File: config.mk
export PLATFORM = sky130hd
export DESIGN_NAME = cpu_clk_stop_ctl
export DESIGN_NICKNAME = d
export VERILOG_FILES = /design/src/rtl/csc_pkg.sv /design/src/rtl/csc_sync.sv /design/src/rtl/csc_cfg.sv /design/src/rtl/csc_pair.sv /design/src/rtl/cpu_clk_stop_ctl.sv
export SDC_FILE = /design/constraint.sdc
export NUM_CORES = 1
export LEC_CHECK = 0
export ABC_AREA = 1
export CORE_ASPECT_RATIO = 0.8
export CORE_MARGIN = 4
export CORE_UTILIZATION = 51
export CTS_BUF_LIST = sky130_fd_sc_hd__clkbuf_2
export CTS_CLUSTER_SIZE = 12
export DETAILED_ROUTE_END_ITERATION = 8
export HOLD_SLACK_MARGIN = 0.03
export PLACE_DENSITY = 0.85
export RECOVER_POWER = 100
export SLEW_MARGIN = 10
export SYNTH_ARGS = -nofsm -noshare
export SYNTH_HDL_FRONTEND = slang
export SYNTH_SLANG_ARGS = --single-unit
File: constraint.sdc
create_clock -name clk -period 2.36 [get_ports clk]
set_input_delay 0.472 -clock clk [delete_from_list [all_inputs] [get_ports clk]]
set_output_delay 0.472 -clock clk [all_outputs]
set_load 0.01 [all_outputs]
File: src/rtl/csc_pkg.sv
package csc_pkg;
   typedef enum logic [1:0] {
      PS_RUN  = 2'd0,
      PS_STOP = 2'd1,
      PS_PARK = 2'd2,
      PS_HIZ  = 2'd3
   } pair_st_e;

   // Ranked decision: power-down, then disable, then CPU-stop, then run.
   function automatic pair_st_e pair_decide(
      input logic pd_act, input logic stop_act, input logic en,
      input logic free, input logic pd_tri, input logic stop_tri);
      pair_st_e r;
      if (pd_act)
         r = (pd_tri || stop_tri) ? PS_HIZ : PS_PARK;
      else if (!en)
         r = PS_PARK;
      else if (stop_act && !free)
         r = stop_tri ? PS_HIZ : PS_STOP;
      else
         r = PS_RUN;
      return r;
   endfunction
endpackage

File: src/rtl/csc_sync.sv
module csc_sync #(
   parameter int   WIDTH     = 1,
   parameter int   STAGES    = 2,
   parameter logic RESET_VAL = 1'b1
) (
   input  logic             clk,
   input  logic             rst_n,
   input  logic [WIDTH-1:0] d_async,
   output logic [WIDTH-1:0] q
);
   generate
      if (STAGES < 2) begin : g_bad_stages
         $error("csc_sync: STAGES must be at least 2");
      end
   endgenerate

   logic [WIDTH-1:0] chain [STAGES];

   always_ff @(posedge clk or negedge rst_n) begin
      if (!rst_n) begin
         for (int s = 0; s < STAGES; s++) chain[s] <= {WIDTH{RESET_VAL}};
      end else begin
         chain[0] <= d_async;
         for (int s = 1; s < STAGES; s++) chain[s] <= chain[s-1];
      end
   end

   assign q = chain[STAGES-1];
endmodule

File: src/rtl/csc_cfg.sv
module csc_cfg #(
   parameter int NPAIR = 3
) (
   input  logic             clk,
   input  logic             rst_n,
   input  logic             we,
   input  logic [NPAIR-1:0] free_d,
   input  logic [NPAIR-1:0] en_d,
   input  logic             pd_tri_d,
   input  logic             stop_tri_d,
   input  logic             pci_run_d,
   output logic [NPAIR-1:0] free_q,
   output logic [NPAIR-1:0] en_q,
   output logic             pd_tri_q,
   output logic             stop_tri_q,
   output logic             pci_run_q
);
   always_ff @(posedge clk or negedge rst_n) begin
      if (!rst_n) begin
         free_q     <= '0;
         en_q       <= '1;
         pd_tri_q   <= 1'b0;
         stop_tri_q <= 1'b0;
         pci_run_q  <= 1'b1;
      end else if (we) begin
         free_q     <= free_d;
         en_q       <= en_d;
         pd_tri_q   <= pd_tri_d;
         stop_tri_q <= stop_tri_d;
         pci_run_q  <= pci_run_d;
      end
   end
endmodule

File: src/rtl/csc_pair.sv
module csc_pair
   import csc_pkg::*;
(
   input  logic     clk,
   input  logic     rst_n,
   input  logic     pd_act,
   input  logic     stop_act,
   input  logic     en,
   input  logic     free,
   input  logic     pd_tri,
   input  logic     stop_tri,
   output logic     o_t,
   output logic     o_c,
   output logic     o_oe,
   output pair_st_e st
);
   pair_st_e nxt;

   assign nxt = pair_decide(pd_act, stop_act, en, free, pd_tri, stop_tri);

   // Falling-edge update: the clock is low whenever the pair mode changes.
   always_ff @(negedge clk or negedge rst_n) begin
      if (!rst_n) st <= PS_RUN;
      else        st <= nxt;
   end

   always_comb begin
      unique case (st)
         PS_RUN:  begin o_t = clk;  o_c = ~clk; o_oe = 1'b1; end
         PS_STOP: begin o_t = 1'b0; o_c = 1'b1; o_oe = 1'b1; end
         PS_PARK: begin o_t = 1'b1; o_c = 1'b0; o_oe = 1'b1; end
         default: begin o_t = 1'b0; o_c = 1'b0; o_oe = 1'b0; end
      endcase
   end
endmodule

File: src/rtl/cpu_clk_stop_ctl.sv
module cpu_clk_stop_ctl
   import csc_pkg::*;
#(
   parameter int NPAIR       = 3,
   parameter int SYNC_STAGES = 2
) (
   input  logic             clk,
   input  logic             rst_n,
   input  logic             pd_n,
   input  logic             cpustop_n,
   input  logic             pcistop_pin_n,
   input  logic             cfg_we,
   input  logic [NPAIR-1:0] cfg_free_run,
   input  logic [NPAIR-1:0] cfg_pair_en,
   input  logic             cfg_pd_tristate,
   input  logic             cfg_stop_tristate,
   input  logic             cfg_pci_run,
   output logic [NPAIR-1:0] out_t,
   output logic [NPAIR-1:0] out_c,
   output logic [NPAIR-1:0] out_oe,
   output logic             pcistop_n
);
   localparam int ST_W = $bits(pair_st_e);

   generate
      if (NPAIR < 1) begin : g_bad_npair
         $error("cpu_clk_stop_ctl: NPAIR must be at least 1");
      end
   endgenerate

   logic [1:0]        req_n_s;
   logic              pd_act, stop_act;
   logic [NPAIR-1:0]  free_q, en_q;
   logic              pd_tri_q, stop_tri_q, pci_run_q;
   logic [ST_W*NPAIR-1:0] st_flat;

   csc_sync #(.WIDTH(2), .STAGES(SYNC_STAGES), .RESET_VAL(1'b1)) sync_i (
      .clk     (clk),
      .rst_n   (rst_n),
      .d_async ({pd_n, cpustop_n}),
      .q       (req_n_s)
   );

   assign pd_act   = ~req_n_s[1];
   assign stop_act = ~req_n_s[0];

   csc_cfg #(.NPAIR(NPAIR)) cfg_i (
      .clk        (clk),
      .rst_n      (rst_n),
      .we         (cfg_we),
      .free_d     (cfg_free_run),
      .en_d       (cfg_pair_en),
      .pd_tri_d   (cfg_pd_tristate),
      .stop_tri_d (cfg_stop_tristate),
      .pci_run_d  (cfg_pci_run),
      .free_q     (free_q),
      .en_q       (en_q),
      .pd_tri_q   (pd_tri_q),
      .stop_tri_q (stop_tri_q),
      .pci_run_q  (pci_run_q)
   );

   generate
      for (genvar i = 0; i < NPAIR; i++) begin : g_pair
         pair_st_e st_i;
         csc_pair pair_i (
            .clk      (clk),
            .rst_n    (rst_n),
            .pd_act   (pd_act),
            .stop_act (stop_act),
            .en       (en_q[i]),
            .free     (free_q[i]),
            .pd_tri   (pd_tri_q),
            .stop_tri (stop_tri_q),
            .o_t      (out_t[i]),
            .o_c      (out_c[i]),
            .o_oe     (out_oe[i]),
            .st       (st_i)
         );
         assign st_flat[i*ST_W +: ST_W] = st_i;
      end
   endgenerate

   assign pcistop_n = pci_run_q & pcistop_pin_n;
endmodule

## Word level (Yosys, flattened, before mapping)

Index checks and enable logic that the tools add are counted.

- Equal/unequal tests: 6
- Multiplexer cells: 20
- Bitwise operators: 3
- Reduce and logical (&&, ||, !) cells: 13

Operator list:

| operator | count |
|---|---|
| two-way mux 2 bit | 10 |
| case mux 1 bit (2 select lines) | 6 |
| OR reduction 3 bit | 3 |
| == test 2 x 1 -> 1 bit (second input constant) | 3 |
| == test 2 bit (second input constant) | 3 |
| logical NOT 2 bit | 3 |
| two-way mux 1 bit | 4 |
| logical AND 1 bit | 3 |
| logical NOT 1 bit | 3 |
| NOT 1 bit | 2 |
| AND 1 bit | 1 |
| logical OR 1 bit | 1 |

- Register bits: 19
- Input port bits: 15
- Output and inout port bits: 10
- Logic and storage cells: 52

## Longest topological paths before layout

- Depth after elaboration: 5
- Depth in mapped cells: 4
- Gate-level depth less buffers: 4

## Hierarchy

A second synthesis with hierarchy kept.

- Cells, all modules: 99
- Area total of the unflattened synthesis: 834.6 µm²

By module, submodules not included:

| module | times used | cells an instance | area each (µm²) | seq. area each (µm²) |
|---|---|---|---|---|
| csc_pair | 3 | 17 | 117.6 | 50.0 |
| csc_cfg | 1 | 38 | 346.6 | 230.2 |
| csc_sync | 1 | 6 | 120.1 | 105.1 |
| cpu_clk_stop_ctl | 1 | 4 | 15.0 | 0.0 |

==> results.yml <==
run_status:
  status: "finished, violations left"
  violations: "negative setup slack"
cells_and_area:
  final_layout_size_suffix_gt1_share_pct: 23.6
  fillers: 111
  instances_no_fill: 148
  num_antenna_cells: 0
  area_growth_pct: 30.1
  fin_nets: 143
  fin_util_pct: 75.3
critical_path:
  cp.depth: 3
  cpPeakStageDelay_ns: 0.41
  worst-endpoint-required_ns: 1.89
  setup.worst_path.start: "g_pair[1].pair_i.st[0]$_DFF_NN0_"
  arrival_ns: 2.25
  reg2reg_slack_ns: 0.12
  crit_type: "reg -> out"
  rr_startpoint: "sync_i.q[1]$_DFF_PN1_"
  path_buf_inv: 2
  crit_end: "out_t[1]"
  path_max_fanout: 2
  slowest_stage: "dfrtn_1"
  cp-start-kind: "flop"
  regToRegEndpoint: "g_pair[1].pair_i.st[0]$_DFF_NN0_"
  critical_path.cell_chain: "buf_6 > a21oi_2 > buf_2"
  critPathTopFamily: "flip-flops"
  worstSetupEndpointType: "output pin"
  rr_worst_depth: 3
detailed_routing:
  totalWireLength_um: 1610
  drc: 0
  routedWlPerCell_um: 10.9
  antenna_left: 0
  dr.pass1.iters: 4
  vias: 676
  drt_iter0_drc: 3
  post_drt_via_cell_ratio: 4.57
synth:
  synth_area_sq_um: 851
  yosysUniqueCellTypes: 12
  synth_seq_cells: 19
  syn-num-nets: 113
  postSynthAreaPerCell_sq_um: 8.68
  yosysWarnings: 0
  synth_seq_area_share_pct: 57.1
  netlist_instances: 98
floorplan:
  core-area_sq_um: 1470
  die_w_um: 53.7
  dieArea_sq_um: 2390
  std_cell_rows: 12
  die_h_um: 44.5
  ios: 25
  initial_core_util_pct: 57.8
timing:
  finClkSkew_ns: 0.0372
  rsz0062_at_grt: "true"
  hold_slack_ns: 0.380
  worstMarginPinSlew_ns: 0.507
  hold_violations: 0
  slew_violations: 0
  setup_viol: 15
  slew-limit-headroom_pct: 66.1
  setup_slack_ns: -0.363
  fin_tns_setup_ns: -3.03
hold_path:
  hp-class: "reg -> reg"
  holdPathStages: 0
power:
  powerDensity_nw_per_um2: 688
  ir_drop_mv: 0.560
  p_leak_nw: 0.586
global_routing:
  antenna_found_initial: 0
  grt_pass1_wl_um: 2660
  track_usage_pct: 15.3
  grt_max_degree: 19
  gr-total-overflow: 0
  grt_pass1_vias: 745
place:
  placedCellCount: 136
  hpwl_um: 1190
  io_buffers: 24
  globalplace.congestion: 0.736
clock_tree:
  h-tree-depth: 1
  clockBufferDepth: 2
  clk_pin_slew_ns: 0.22
  clk-insertion-delay-late_ns: 0.33
  holdBufCountCts: 0
  root_buffer: "clkbuf_2"
  cts_tree: "yes"
  numCtsBuffers: 3
flow_run:
  max_cap_violations: 0
-- report_power, final --
group	switching (mW)	internal (mW)
Clock	0.200	0.0831
Combinational	0.0444	0.0557
Sequential	0.0184	0.360
-- worst min path at each step --
stage	slack, ns	start	to
global route	0.39	sync_i.chain[3]$_DFF_PN1_	sync_i.q[1]$_DFF_PN1_
global placement	0.35	sync_i.chain[2]$_DFF_PN1_	sync_i.q[0]$_DFF_PN1_
CTS	0.38	sync_i.chain[3]$_DFF_PN1_	sync_i.q[1]$_DFF_PN1_
floorplan	0.18	rst_n	cfg_i.free_q[0]$_DFFE_PN0P_
detailed placement	0.35	sync_i.chain[3]$_DFF_PN1_	sync_i.q[1]$_DFF_PN1_
finish	0.38	sync_i.chain[3]$_DFF_PN1_	sync_i.q[1]$_DFF_PN1_
-- Yosys cell counts --
cell type | count | area, sq um
o21ai_1 | 4 | 20.0
o21ai_2 | 1 | 8.76
nand2_1 | 28 | 105
inv_1 | 18 | 67.6
nor2_1 | 9 | 33.8
o21ai_0 | 5 | 25.0
a21oi_1 | 3 | 15.0
buf_4 | 9 | 67.6
dfrtn_1 | 6 | 150
dfstp_2 | 8 | 210
dfrtp_1 | 5 | 125
buf_6 | 2 | 22.5
-- flip-flops by register name (all words and copies together), names as in the netlist --
register / count
cfg_i.stop_tri_q: 1
sync_i.q: 2
cfg_i.en_q: 3
cfg_i.free_q: 3
sync_i.chain: 2
g_pair.pair_i.st: 6
cfg_i.pci_run_q: 1
cfg_i.pd_tri_q: 1
-- per-layer routing --
layer / GRT usage, % / routed length [um] / up-vias
met5: 0 / 0 / -
met4: 9.69 / 21 / 0
met3: 8.42 / 129 / 4
met2: 22.0 / 778 / 28
met1: 17.3 / 682 / 307
li1: - / - / 337
-- through the flow --
step	power, mW	worst slack, ns	instance area, sq um
floorplan	0.517	0.0213	851
global placement	0.569	-0.366	1060
detailed placement	0.575	-0.388	1060
CTS	0.757	-0.353	1080
global route	0.821	-0.445	1110
finish	0.762	-0.363	1110
-- logic make-up after synthesis --
kind of cell / share of synthesized area, %
AOI/OAI and AO/OA: 8.09
buffers and inverters: 18.5
DFF: 57.1
and+or+nand+nor: 16.3
-- final cells by class --
class / count / area, sq um / area share, %
sequential: 19 / 485 / 43.8
timing repair buffer: 25 / 238 / 21.5
multi-input combinational: 50 / 221 / 20.0
inverter: 17 / 63.8 / 5.76
clock buffer: 9 / 45.0 / 4.07
clock inverter: 7 / 27.5 / 2.49
tap: 21 / 26.3 / 2.37
-- placed cells by master, fill, tap and decap left out --
master,n
a21oi_1,1
a21oi_2,2
buf_2,7
buf_4,1
buf_6,6
clkbuf_1,2
clkbuf_2,3
clkdlybuf4s50_1,11
clkinvlp_2,1
dfrtn_1,6
dfrtp_1,5
dfstp_1,2
dfstp_2,6
dlygate4sd3_1,4
inv_1,23
nand2_1,26
nand2_2,2
nor2_1,7
nor2_2,2
o21ai_0,9
o21ai_1,1
-- timing repair --
item / in CTS / in global routing
pin swaps: 7 / 4
gates resized for setup: 39 / 9
setup endpoints to repair: 15 / 15
setup buffers: 2 / 1
Note: power is estimated with default switching activity, not from simulation.
